$ cat src/rtl/ssr_pkg.sv
package ssr_pkg;
    typedef enum logic [2:0] {
        ST_IDLE,
        ST_INSTR,
        ST_WDATA,
        ST_RDATA,
        ST_DONE
    } port_state_t;

    localparam logic [2:0] OP_WDIS   = 3'b000;
    localparam logic [2:0] OP_STORE  = 3'b001;
    localparam logic [2:0] OP_RSVD   = 3'b010;
    localparam logic [2:0] OP_WRITE  = 3'b011;
    localparam logic [2:0] OP_WEN    = 3'b100;
    localparam logic [2:0] OP_RECALL = 3'b101;

    localparam int EV_CLR = 0;
    localparam int EV_STO = 1;
    localparam int EV_SET = 2;
    localparam int EV_RCL = 3;
    localparam int EV_N   = 4;
endpackage

$ cat src/rtl/ssr_word_store.sv
module ssr_word_store #(
    parameter int ADDR_W = 4,
    parameter int DATA_W = 16
) (
    input  logic              clk,
    input  logic              rst_n,
    input  logic              we,
    input  logic [ADDR_W-1:0] waddr,
    input  logic [DATA_W-1:0] wdata,
    input  logic [ADDR_W-1:0] raddr,
    output logic [DATA_W-1:0] rdata
);
    localparam int DEPTH = 1 << ADDR_W;

    logic [DATA_W-1:0] mem_q [DEPTH];

    always_ff @(posedge clk or negedge rst_n) begin
        if (!rst_n) begin
            for (int i = 0; i < DEPTH; i++) mem_q[i] <= '0;
        end else if (we) begin
            mem_q[waddr] <= wdata;
        end
    end

    assign rdata = mem_q[raddr];
endmodule

$ cat src/rtl/ssr_read_shifter.sv
module ssr_read_shifter #(
    parameter int DATA_W = 16
) (
    input  logic              sk,
    input  logic              rst_n,
    input  logic              load,
    input  logic [DATA_W-1:0] load_word,
    input  logic              shift,
    input  logic              arm,
    input  logic              ce,
    output logic              sdo,
    output logic              sdo_en
);
    logic [DATA_W-1:0] word_q;
    logic              oe_q;

    always_ff @(posedge sk or negedge rst_n) begin
        if (!rst_n)     word_q <= '0;
        else if (load)  word_q <= load_word;
        else if (shift) word_q <= {word_q[DATA_W-2:0], word_q[DATA_W-1]};
    end

    // first bit is launched half a clock after the decode edge
    always_ff @(negedge sk or negedge rst_n) begin
        if (!rst_n) oe_q <= 1'b0;
        else        oe_q <= arm;
    end

    assign sdo    = oe_q & ce & word_q[DATA_W-1];
    assign sdo_en = oe_q & ce;
endmodule

$ cat src/rtl/shadow_ram_serial_port.sv
module shadow_ram_serial_port
    import ssr_pkg::*;
#(
    parameter int ADDR_W = 4,
    parameter int DATA_W = 16
) (
    input  logic sk,
    input  logic rst_n,
    input  logic ce,
    input  logic di,
    input  logic wr_allow,
    input  logic busy,
    output logic sdo,
    output logic sdo_en,
    output logic wen_set_p,
    output logic wen_clr_p,
    output logic store_p,
    output logic recall_p
);
    localparam int TAIL  = ADDR_W + 3;
    localparam int CNT_W = $clog2(TAIL + 1);

    port_state_t       state_q, state_d;
    logic [CNT_W-1:0]  cnt_q, cnt_d;
    logic [TAIL-2:0]   sh_q, sh_d;
    logic [ADDR_W-1:0] addr_q, addr_d;
    logic [DATA_W-1:0] data_q, data_d;
    logic [EV_N-1:0]   ev_q, ev_d;
    logic [TAIL-1:0]   full;
    logic [ADDR_W-1:0] dec_addr;
    logic [2:0]        dec_op;
    logic              ram_we, rd_load, rd_shift;
    logic [DATA_W-1:0] rd_word;

    assign full     = {sh_q, di};
    assign dec_addr = full[TAIL-1 -: ADDR_W];
    assign dec_op   = full[2:0];

    always_comb begin
        state_d  = state_q;
        cnt_d    = cnt_q;
        sh_d     = sh_q;
        addr_d   = addr_q;
        data_d   = data_q;
        ev_d     = '0;
        ram_we   = 1'b0;
        rd_load  = 1'b0;
        rd_shift = 1'b0;
        if (!ce) begin
            state_d = ST_IDLE;
            ram_we  = (state_q == ST_WDATA);
        end else begin
            unique case (state_q)
                ST_IDLE: begin
                    if (di) begin
                        state_d = ST_INSTR;
                        cnt_d   = '0;
                    end
                end
                ST_INSTR: begin
                    sh_d  = full[TAIL-2:0];
                    cnt_d = cnt_q + 1'b1;
                    if (cnt_q == CNT_W'(TAIL - 1)) begin
                        addr_d  = dec_addr;
                        state_d = ST_DONE;
                        if (!busy) begin
                            if (dec_op[2:1] == 2'b11) begin
                                state_d = ST_RDATA;
                                rd_load = 1'b1;
                            end else begin
                                case (dec_op)
                                    OP_WRITE: begin
                                        data_d = '0;
                                        if (wr_allow) state_d = ST_WDATA;
                                    end
                                    OP_WDIS:   ev_d[EV_CLR] = 1'b1;
                                    OP_STORE:  ev_d[EV_STO] = 1'b1;
                                    OP_WEN:    ev_d[EV_SET] = 1'b1;
                                    OP_RECALL: ev_d[EV_RCL] = 1'b1;
                                    default:   ;
                                endcase
                            end
                        end
                    end
                end
                ST_WDATA: data_d   = {data_q[DATA_W-2:0], di};
                ST_RDATA: rd_shift = 1'b1;
                ST_DONE:  ;
                default:  state_d  = ST_IDLE;
            endcase
        end
    end

    always_ff @(posedge sk or negedge rst_n) begin
        if (!rst_n) begin
            state_q <= ST_IDLE;
            cnt_q   <= '0;
            sh_q    <= '0;
            addr_q  <= '0;
            data_q  <= '0;
        end else begin
            state_q <= state_d;
            cnt_q   <= cnt_d;
            sh_q    <= sh_d;
            addr_q  <= addr_d;
            data_q  <= data_d;
        end
    end

    always_ff @(posedge sk or negedge rst_n) begin
        if (!rst_n) ev_q <= '0;
        else        ev_q <= ev_d;
    end

    assign wen_clr_p = ev_q[EV_CLR];
    assign store_p   = ev_q[EV_STO];
    assign wen_set_p = ev_q[EV_SET];
    assign recall_p  = ev_q[EV_RCL];

    ssr_word_store #(.ADDR_W(ADDR_W), .DATA_W(DATA_W)) u_store (
        .clk   (sk),
        .rst_n (rst_n),
        .we    (ram_we),
        .waddr (addr_q),
        .wdata (data_q),
        .raddr (dec_addr),
        .rdata (rd_word)
    );

    ssr_read_shifter #(.DATA_W(DATA_W)) u_rd (
        .sk        (sk),
        .rst_n     (rst_n),
        .load      (rd_load),
        .load_word (rd_word),
        .shift     (rd_shift),
        .arm       (state_q == ST_RDATA),
        .ce        (ce),
        .sdo       (sdo),
        .sdo_en    (sdo_en)
    );


    pulse_onehot_chk: assert property (@(posedge sk) disable iff (!rst_n)
        $onehot0({wen_set_p, wen_clr_p, store_p, recall_p}));


    pulse_single_chk: assert property (@(posedge sk) disable iff (!rst_n)
        (wen_set_p | wen_clr_p | store_p | recall_p)
        |=> !(wen_set_p | wen_clr_p | store_p | recall_p));


    drive_in_read_chk: assert property (@(posedge sk) disable iff (!rst_n)
        sdo_en |-> (state_q == ST_RDATA));


    write_entry_chk: assert property (@(posedge sk) disable iff (!rst_n)
        ((state_q == ST_WDATA) && ($past(state_q) != ST_WDATA))
        |-> ($past(wr_allow) && !$past(busy)));


    instr_count_chk: assert property (@(posedge sk) disable iff (!rst_n)
        (state_q == ST_INSTR) |-> (cnt_q < CNT_W'(TAIL)));
endmodule

$ cat config.mk
export PLATFORM = sky130hd
export DESIGN_NAME = shadow_ram_serial_port
export DESIGN_NICKNAME = d
export VERILOG_FILES = /design/src/rtl/ssr_pkg.sv /design/src/rtl/ssr_word_store.sv /design/src/rtl/ssr_read_shifter.sv /design/src/rtl/shadow_ram_serial_port.sv
export SDC_FILE = /design/constraint.sdc
export NUM_CORES = 1
export LEC_CHECK = 0
export BUFFER_PORTS_ARGS = -buffer_cell sky130_fd_sc_hd__buf_2
export CORE_ASPECT_RATIO = 2
export CORE_UTILIZATION = 55
export CTS_CLUSTER_DIAMETER = 200
export DETAILED_ROUTE_END_ITERATION = 16
export PLACE_DENSITY = 0.71
export REMOVE_ABC_BUFFERS = 1
export SLEW_MARGIN = 40
export SYNTH_ARGS = -nofsm -noshare
export SYNTH_HDL_FRONTEND = slang
export SYNTH_SLANG_ARGS = --single-unit
$ cat constraint.sdc
create_clock -name sk -period 4.85 [get_ports sk]
set_input_delay 0.7275 -clock sk [delete_from_list [all_inputs] [get_ports sk]]
set_output_delay 0.7275 -clock sk [all_outputs]
set_load 0.01 [all_outputs]
Yosys cells after proc, flatten, opt, wreduce, memory -nomap -nowiden:

Cells that the tools add are included.

* reductions and logical operators: 12
* mux-type cells: 40
* shifts and indexed selects: 0
* multipliers: 0
* add/sub/neg operators: 1
* divide/modulo/power cells: 0
* bitwise logic cells: 4
* eq/ne operators: 18
* order comparisons: 3

Operator list (number)
* bitwise mux 256 bit: 1
* two-way mux 16 bit: 9
* binary-select mux 16 bit (select 4 bit): 1
* demux 16 bit (select 4 bit): 1
* one-hot mux 16 bit (2 select lines): 1
* two-way mux 3 bit: 8
* two-way mux 4 bit: 5
* == test 3 bit (second input constant): 4
* two-way mux 1 bit: 12
* greater-or-equal comparator 5 bit (second input constant): 2
* inequality test 2 bit (second input constant): 5
* NOT 4 -> 5 bit: 2
* == test 3 x 2 -> 1 bit (second input constant): 3
* one-hot mux 3 bit (3 select lines): 1
* AND reduction 3 bit: 3
* == test 3 x 1 -> 1 bit (second input constant): 2
* zero test 3 bit: 2
* inequality test 3 bit (second input constant): 2
* one-hot mux 3 bit (2 select lines): 1
* AND reduction 6 bit: 1
* nonzero test 2 bit: 3
* less-than comparator 5 x 1 -> 1 bit (second input constant): 1
* adder 3 x 1 -> 3 bit (second input constant): 1
* OR reduction 3 bit: 1
* other kinds (5): 6

* output and inout port bits: 6
* logic and storage cells: 102
* bits in registers: 309
* bits in writable memories: 0
* bits in read-only memories: 0
* input bits: 6
* memories: 0
* bits in latches: 0

Logic depth before layout (Yosys ltp):

* depth in word-level cells: 7
* gate-level depth with buffers: 9
* gate-level depth less buffers: 6

By module:

A second synthesis with hierarchy kept.

* cell total of the unflattened synthesis: 951
* area, all modules: 14199.9 um2

By module, submodules not included
* ssr_word_store: area an instance 11607.4 um2, seq. area each 6406.1 um2, times used 1, cells an instance 712
* shadow_ram_serial_port: area an instance 1810.5 um2, seq. area each 900.9 um2, times used 1, cells an instance 167
* ssr_read_shifter: area an instance 782.0 um2, seq. area each 425.4 um2, times used 1, cells an instance 72

==> metrics.md <==
| Metric | Value |
|---|---|
| Outcome | `finished clean` |
| Signed area change from the synthesized netlist to the final layout | `8.439%` |
| Floorplan Core Area | `25,750 sq um` |
| Total power density per cell area | `410.6 nW/um^2` |
| Max transition margin | `a little over two fifths` |
| Vias in the first global route | `9,336` |
| Hold/Removal Path Class | `input pin to async pin` |
| Cell Count, Final, Fillers Out | `~1,400` |
| Antenna-violating nets left | `0` |
| First-pass GRT wire length | `51,900 um` |
| Iteration-0 DRC count of the detailed router | `520` |
| Effective utilization at floorplan | `56.24%` |
| Finished Core Util | `between 60 and 70%` |
| Syn. warnings | `0` |
| Compound-gate portion of the synthesized area | `between 3 and 4%` |
| Maximum number of pins on one net before global-route repair | `76` |
| Post-synth EDFFs | `0` |
| Fill count | `2,060` |
| Mean instance size in the synthesized netlist | `13.25 sq um` |
| Final count of negative-setup-slack endpoints | `0` |
| Combinational family with the most area after synthesis | `multiplexers` |
| Width of the chip | `116.8 um` |
| Setup bufs post-CTS | `0` |
| HPWL reported at the end of detailed placement | `roughly 20,000 um` |
| Vias per cell | `6.244` |
| Max clock buf depth | `3` |
| Capturing element type of the critical path | `output port` |
| Post-Place Setup Slack | `approximately 0.94 ns` |
| Area of all sequential standard cells | `7739 sq um` |
| Standard-cell rows | `83` |
| Simple-gate portion of the synthesized area | `8.361%` |
| Post-route clock skew | `0.01196 ns` |
| Part of the power in combinational logic | `23.3%` |
| Share of synthesized cell area in full adder, half adder and majority cells | `0.1728%` |
| Max-cap violations | `0` |
| Hold bufs inserted after CTS | `0` |
| Share of power burned in the clock network | `32.8%` |
| Number of buffers inserted by port buffering | `11` |
| RePlAce Congestion | `0.8119` |
| Leading area contributor after synthesis | `dfrtp_1` |
| Number of flip-flops and latches in the synthesized netlist | `309` |
| Post-layout total power | `6.449 mW` |
| Sequential fraction of the synthesis area | `53.38%` |
| Gate Count Post-Synth | `1,093` |
| Number of distinct library cells after synthesis | `between 40 and 50` |
| Switching portion of total power | `30.23%` |
| Skew-Pair Late Insertion Delay | `0.54 ns` |
| Total vias in the final route | `8,835` |
| Detailed Routing Iterations Pass 1 | `7` |
| Crit-path max FO | `2` |
| Cell Int Power | `4.500 mW` |
| Clock tree from TritonCTS | `yes` |
| DIE AREA | `27,030 sq um` |
| Required time at the worst-slack endpoint | `4.12 ns` |
| Post-detailed-route DRC marker count | `0` |
| Hold Fails Final Rpt | `0` |
| RSZ-0062 raised after global routing | `false` |
| Drt wl/cell | `22.83 um` |
| Die height | `231.5 um` |
| Count of inserted antenna diode cells | `0` |
| Data arrival time of the critical path | `about 3.8 ns` |
| Worst path setup slack after routing | `0.3452 ns` |
| Startpoint type of the worst setup path | `register` |
| Number of buffers created by CTS | `27` |
| Sum of overflow across all layers after global routing | `0` |
| Critical setup path kind | `register to output port` |
| Overall track demand over capacity in global routing | `25.55%` |
| Sinks on Clock Net | `slightly above 300` |
| CTS clk-pin slew, worst paths | `0.07 ns` |
| Synth Cell Area | `between 10,000 and 15,000 sq um` |
| Sequential Power Share | `43.9%` |
| Area share of xor/xnor cells in the synthesized design | `0%` |
| Htree depth | `1` |
| Area occupied by multi-input gates | `~6400 sq um` |
| Highest ir drop seen on vdd | `around 0.50 mV` |
| CTS root buf | `clkbuf_16` |
| Number of nets at the end of the flow | `1,066` |
| Antenna violations before repair | `0` |
| Post-synth top area share | `53.21%` |
| Layout cell share with drive strength beyond 1 | `between 40% and 50%` |
| Post-Route WL | `32,310 um` |
| Pins Over Slew Limit | `0` |
| Post-placement cell count | `around 1,400` |
| Pin slew with the least headroom to its limit | `0.8394 ns` |
| Post-CTS sizing | `0` |
| Share of synthesized area spent on multiplexers | `about a third` |
| Fin Hold WS | `0.01411 ns` |
| Sw Pwr | `just under 2 mW` |
| Share of synthesized flip-flops with an asynchronous set or reset | `100.0%` |
| IO Count | `12` |
| Leakage power of the design | `7.706 nW` |
| Synth area leaders | `dfrtp_1 53%, mux2_2 24%, mux2i_1 5.2%, mux4_2 2.5%, clkbuf_1 1.6%` |
| Main synth FF type | `dfrtp_1` |
stage by stage:
stage	TNS (ns)	instance area [sq um]
global placement	0	14730
detailed placement	0	14820
global route	0	15710
CTS	0	15700
finish	0	15710
floorplan	-2.015	14080
sequential cells by signal, summed over array words and instances (netlist names):
register / cells
state_q: 3
ev_q: 4
data_q: 16
u_rd.word_q: 16
sh_q: 6
u_store.mem_q: 256
addr_q: 4
cnt_q: 3
u_rd.oe_q: 1
area by class of cell:
type	instances	area share [%]
multi-input combinational	689	40.82
sequential	309	49.27
tap	340	2.708
clock buffer	42	5.425
timing repair buffer	29	1.601
inverter	2	0.04779
clock inverter	4	0.1274
power groups by stage:
stage / clock, mW / sequential, mW / combinational (mW)
after global routing: 2.24 / 2.84 / 1.59
after global placement: 0 / 2.87 / 1.47
after detailed placement: 0 / 2.88 / 1.50
after CTS: 2.16 / 2.83 / 1.50
final: 2.12 / 2.83 / 1.50
after floorplan: 0 / 3.00 / 0.983
metal layers:
metal	GRT usage, %	wire (um)	vias up
met4	8.228	965	0
met2	45.36	17140	192
met5	0	0	-
met1	32.58	12970	4676
li1	-	-	3917
met3	2.144	1240	50
final timing paths:
path	startpoint	endpoint	slack [ns]	depth (start not counted)
setup / recovery	u_rd.oe_q	sdo	0.35	2
hold / removal	rst_n	u_store.mem_q[7]	0.01	1
setup reg to reg	state_q[2]	u_rd.oe_q	1.27	2
hold reg to reg	u_store.mem_q[41]	u_store.mem_q[41]	0.50	1
max in group asynchronous	rst_n	u_rd.oe_q	2.30	1
min in group sk	di	ev_q[0]	0.48	2
logic make-up (layout without fill, tap and decap cells):
logic type | after synthesis | count (layout)
mux | 396 | 396
simple gates | 208 | 208
buf+inv | 95 | 77
compound gates | 83 | 83
fa+ha+maj | 2 | 2
flops | 309 | 309
cells in the mapped netlist (all sizes together), types with 2 or more instances:
master / n
a21boi: 2
a21oi: 29
a222oi: 16
and2: 2
and3: 3
buf: 32
clkbuf: 61
dfrtp: 308
ha: 2
inv: 2
mux2: 305
mux2i: 75
mux4: 16
nand2: 53
nand2b: 11
nand3: 30
nand4: 21
nor2: 21
nor2b: 12
nor3: 2
nor3b: 14
nor4b: 2
nor4bb: 2
o2111ai: 11
o21ai: 20
or2: 11
or3b: 11
or4: 6
layout by cell type (no fill, tap or decap), drive strengths merged, types with 3 or more instances in the layout:
master / netlist / layout
nand2b: 11 / 11
mux4: 16 / 16
buf: 32 / 29
or3b: 11 / 11
a222oi: 16 / 16
clkinv: 0 / 4
mux2: 305 / 305
clkbuf: 61 / 42
o21ai: 20 / 20
nand2: 53 / 53
and3: 3 / 3
or4: 6 / 6
or2: 11 / 11
nand3: 30 / 30
mux2i: 75 / 75
nor2b: 12 / 12
nand4: 21 / 21
a21oi: 29 / 29
nor3b: 14 / 14
nor2: 21 / 21
dfrtp: 308 / 308
o2111ai: 11 / 11
worst max-delay path, cell delays in order, from the launching register on:
cell	delay [ns]
dfrtn_1	0.41
and3_1	0.24
buf_2	0.16
Power figures use the tool's default switching activity.
